`src/rtl/hzd_pkg.sv`:
```
package hzd_pkg;

    typedef enum logic [1:0] {
        SRC_RF  = 2'b00,
        SRC_WB  = 2'b01,
        SRC_MEM = 2'b10
    } opnd_src_e;

    typedef struct packed {
        opnd_src_e src_a;
        opnd_src_e src_b;
        logic      hold;
        logic      bubble;
    } hzd_ctl_t;

endpackage

```
`src/rtl/hzd_opnd_sel.sv`:
```
module hzd_opnd_sel
    import hzd_pkg::*;
#(
    parameter int AW = 5
) (
    input  logic [AW-1:0] src,
    input  logic [AW-1:0] mem_dst,
    input  logic          mem_wr_en,
    input  logic [AW-1:0] wb_dst,
    input  logic          wb_wr_en,
    output opnd_src_e     sel
);
    logic mem_hit;
    logic wb_hit;

    always_comb begin
        mem_hit = mem_wr_en && (mem_dst != '0) && (mem_dst == src);
        wb_hit  = wb_wr_en  && (wb_dst  != '0) && (wb_dst  == src);
        // the younger result is checked first
        if (mem_hit)
            sel = SRC_MEM;
        else if (wb_hit)
            sel = SRC_WB;
        else
            sel = SRC_RF;
    end
endmodule

```
`src/rtl/hzd_load_lock.sv`:
```
module hzd_load_lock #(
    parameter int AW   = 5,
    parameter int NSRC = 2
) (
    input  logic [NSRC-1:0][AW-1:0] id_src,
    input  logic [AW-1:0]           ex_dst,
    input  logic                    ex_wr_en,
    input  logic                    ex_is_load,
    output logic                    lock
);
    logic [NSRC-1:0] hit;
    logic            load_live;

    assign load_live = ex_is_load && ex_wr_en && (ex_dst != '0);

    for (genvar i = 0; i < NSRC; i++) begin : g_src
        assign hit[i] = load_live && (id_src[i] == ex_dst);
    end

    assign lock = |hit;
endmodule

```
`src/rtl/pipe_hazard_ctl.sv`:
```
module pipe_hazard_ctl
    import hzd_pkg::*;
#(
    parameter int AW = 5
) (
    input  logic [AW-1:0] ex_src_a,
    input  logic [AW-1:0] ex_src_b,
    input  logic [AW-1:0] id_src_a,
    input  logic [AW-1:0] id_src_b,
    input  logic [AW-1:0] ex_dst,
    input  logic          ex_wr_en,
    input  logic          ex_is_load,
    input  logic [AW-1:0] mem_dst,
    input  logic          mem_wr_en,
    input  logic [AW-1:0] wb_dst,
    input  logic          wb_wr_en,
    output logic [1:0]    opnd_a_sel,
    output logic [1:0]    opnd_b_sel,
    output logic          hold_front,
    output logic          bubble_ex
);
    localparam int NOPND = 2;

    logic [NOPND-1:0][AW-1:0] ex_src;
    logic [NOPND-1:0][AW-1:0] id_src;
    opnd_src_e                sel    [NOPND];
    logic                     lock;
    hzd_ctl_t                 ctl_d;

    assign ex_src = {ex_src_b, ex_src_a};
    assign id_src = {id_src_b, id_src_a};

    for (genvar k = 0; k < NOPND; k++) begin : g_opnd
        hzd_opnd_sel #(.AW(AW)) u_sel (
            .src       (ex_src[k]),
            .mem_dst   (mem_dst),
            .mem_wr_en (mem_wr_en),
            .wb_dst    (wb_dst),
            .wb_wr_en  (wb_wr_en),
            .sel       (sel[k])
        );
    end

    hzd_load_lock #(.AW(AW), .NSRC(NOPND)) u_lock (
        .id_src     (id_src),
        .ex_dst     (ex_dst),
        .ex_wr_en   (ex_wr_en),
        .ex_is_load (ex_is_load),
        .lock       (lock)
    );

    always_comb begin
        ctl_d        = '0;
        ctl_d.src_a  = sel[0];
        ctl_d.src_b  = sel[1];
        ctl_d.hold   = lock;
        ctl_d.bubble = lock;
    end

    assign opnd_a_sel = ctl_d.src_a;
    assign opnd_b_sel = ctl_d.src_b;
    assign hold_front = ctl_d.hold;
    assign bubble_ex  = ctl_d.bubble;
endmodule

```
`config.mk`:
```
export PLATFORM = sky130hd
export DESIGN_NAME = pipe_hazard_ctl
export DESIGN_NICKNAME = d
export VERILOG_FILES = /design/src/rtl/hzd_pkg.sv /design/src/rtl/hzd_opnd_sel.sv /design/src/rtl/hzd_load_lock.sv /design/src/rtl/pipe_hazard_ctl.sv
export SDC_FILE = /design/constraint.sdc
export NUM_CORES = 1
export LEC_CHECK = 0
export BUFFER_PORTS_ARGS = -buffer_cell sky130_fd_sc_hd__buf_2
export CAP_MARGIN = 20
export CELL_PAD_IN_SITES_DETAIL_PLACEMENT = 1
export CELL_PAD_IN_SITES_GLOBAL_PLACEMENT = 2
export CORE_MARGIN = 4
export CORE_UTILIZATION = 17
export DETAILED_ROUTE_END_ITERATION = 6
export PLACE_DENSITY_LB_ADDON = 0.3
export SYNTH_ARGS = -nofsm -noshare
export SYNTH_HDL_FRONTEND = slang
export SYNTH_SLANG_ARGS = --single-unit
```
`constraint.sdc`:
```
create_clock -name vclk -period 1.2
set_clock_uncertainty 0.05 [all_clocks]
set_input_delay 0 -clock vclk [all_inputs]
set_output_delay 0 -clock vclk [all_outputs]
set_load 0.05 [all_outputs]
```
==> run summary <==
core area: 2280 um2
TNS Setup: -345 ps
dpl ws: -256 ps
drt pass-1 iters: 2
Mapped Cells: 52
FMAX: 736 MHz
WS Path Type: in2out
pins over their slew limit: 0
CTS Hold Bufs: 0
Worst Setup SP: ex_src_b[3]
final hold vios: 0
FFs & Latches: 0
drt initial violations: 7
Tmin final: 1360 ps
violated checks: setup timing
clock buf count: 0
Static Leakage: 0.000414 uW
mean routed wirelength per cell: 12.4 um
Post-DP HPWL: 1510 um
first-pass GRT wire length: 2640 um
Final Cell Area: 930 um2
critical path required time: 1150 ps
pwr/cell area: 330 nW/um2
Area contributors post-synth: xor2_1, xnor2_1, or4_1
Placed Cells incl. Taps: 135
top-area cell type share of the netlist area: 42.0%
Die Width: 57.5 um
Hold Path Class: in2out
Synth cell types: 12
n_diodes: 0
outcome: finished with violations
CP Launch Type: input pin
non-filler cells, final: 137
most common cell in the netlist: xor2_1
die area: 3310 um2
register area: 0 um2
sequential fraction of the synthesis area: 0%
Tcrit/Tclk final: 113%
max-cap violations: 0
CP arrival: 1310 ps
post-route setup slack: -158 ps
largest net degree at the start of global routing: 4
via count: 573
initial core utilization: 18.3%
Worst Max-Slew Pin Slew: 314 ps
final WL: 1700 um
GR Overflow Total: 0
Placer Congestion: 0.666
final setup vio count: 3
number of port buffers: 45
antenna violations before repair: 0
Max-Slew Margin vs Limit: 78.9%
crit path max fanout: 2
Hold Crit Start: ex_is_load
routed vias/inst: 4.18
Boundary Pins: 45
Total Routing Usage GR: 9.71%
Synth area leader: xor2_1
Area after DPL: 788 um2
Layout fillers: 278
yosys warns: 0
Syn Std Cell Area: 417 um2
Detail Route Antenna Nets: 0
syn_nets: 91
DRC viols: 0
Mapped Avg Cell Area: 8.01 um2
RSZ-0062 raised after global routing: true
vias in the first global route: 606
Crit. End Element: primary output
Tot Pwr: 307 uW
final layout net count: 150
ratio of cells with drive above 1 in the final layout: 64.2%
Worst VDD drop: 0.000134 V
Std-Cell Rows: 17
Area Growth Syn to Fin: 123%
Chip Height: 57.5 um
crit path to: opnd_b_sel[0]
Commonest cells post-synth: xor2_1, xnor2_1, or4_1
[critical path, cell delays in order]
cell	delay, ps
buf_2	110
xor2_1	150
or4_4	550
nor4_4	300
buf_6	190
[power by group]
part           leakage [uW]  switching (uW)  internal, uW  total (uW)
Sequential                0               0             0           0
Clock                     0               0             0           0
Combinational      0.000414             142           165         307
[layout by cell type, fill, tap and decap left out]
master and instances:
o211ai_1 1, xnor2_1 10, nor3_1 2, buf_6 9, buf_2 32, xor2_1 20
or4_4 4, o21ai_1 1, buf_4 17, o21ai_4 1, nand3_1 4, nor4_4 4
or4_1 1, a21oi_4 1, buf_8 2
[through the flow]
stage / utilization, % / hold slack, ps
floorplan: - / 161
global route: 40.8 / 390
finish: 40.8 / 367
global placement: 34.6 / 415
detailed placement: 34.6 / 411
CTS: 37.6 / 372
[layer usage]
metal | vias up | global-route usage, % | wire length [um]
met5 | - | 0 | 0
met1 | 258 | 13.0 | 652
met2 | 19 | 18.2 | 963
met4 | 0 | 0 | 0
li1 | 296 | - | -
met3 | 0 | 0.226 | 85
[worst min path at each step]
stage | to | depth (start not counted)
2_1_floorplan | bubble_ex | 2
3_3_place_gp | hold_front | 4
3_5_place_dp | opnd_b_sel[1] | 4
4_1_cts | bubble_ex | 4
5_1_grt | hold_front | 4
6_report | bubble_ex | 4
[logic make-up (layout without fill, tap and decap cells)]
group,count (synthesis),after routing,share of synthesized area (%)
AND/OR/NAND/NOR,15,15,25.2
buffers and inverters,3,60,5.41
AO/OA/AOI/OAI,4,4,6.31
XOR/XNOR,30,30,63.1
[cell type report]
| cell class | instances | area (um2) | area share [%] |
|---|---|---|---|
| timing repair buffer | 60 | 419 | 45.1 |
| tap | 28 | 35.0 | 3.77 |
| multi-input combinational | 49 | 475 | 51.1 |
[what timing repair did]
| action | CTS | global route |
|---|---|---|
| endpoints found under the setup margin | 6 | 6 |
| buffers inserted | 0 | 2 |
| gates cloned | 0 | 0 |
| pin swaps | 6 | 1 |
| resized for setup | 18 | 13 |
No activity file was read; power rests on OpenSTA's default activity.
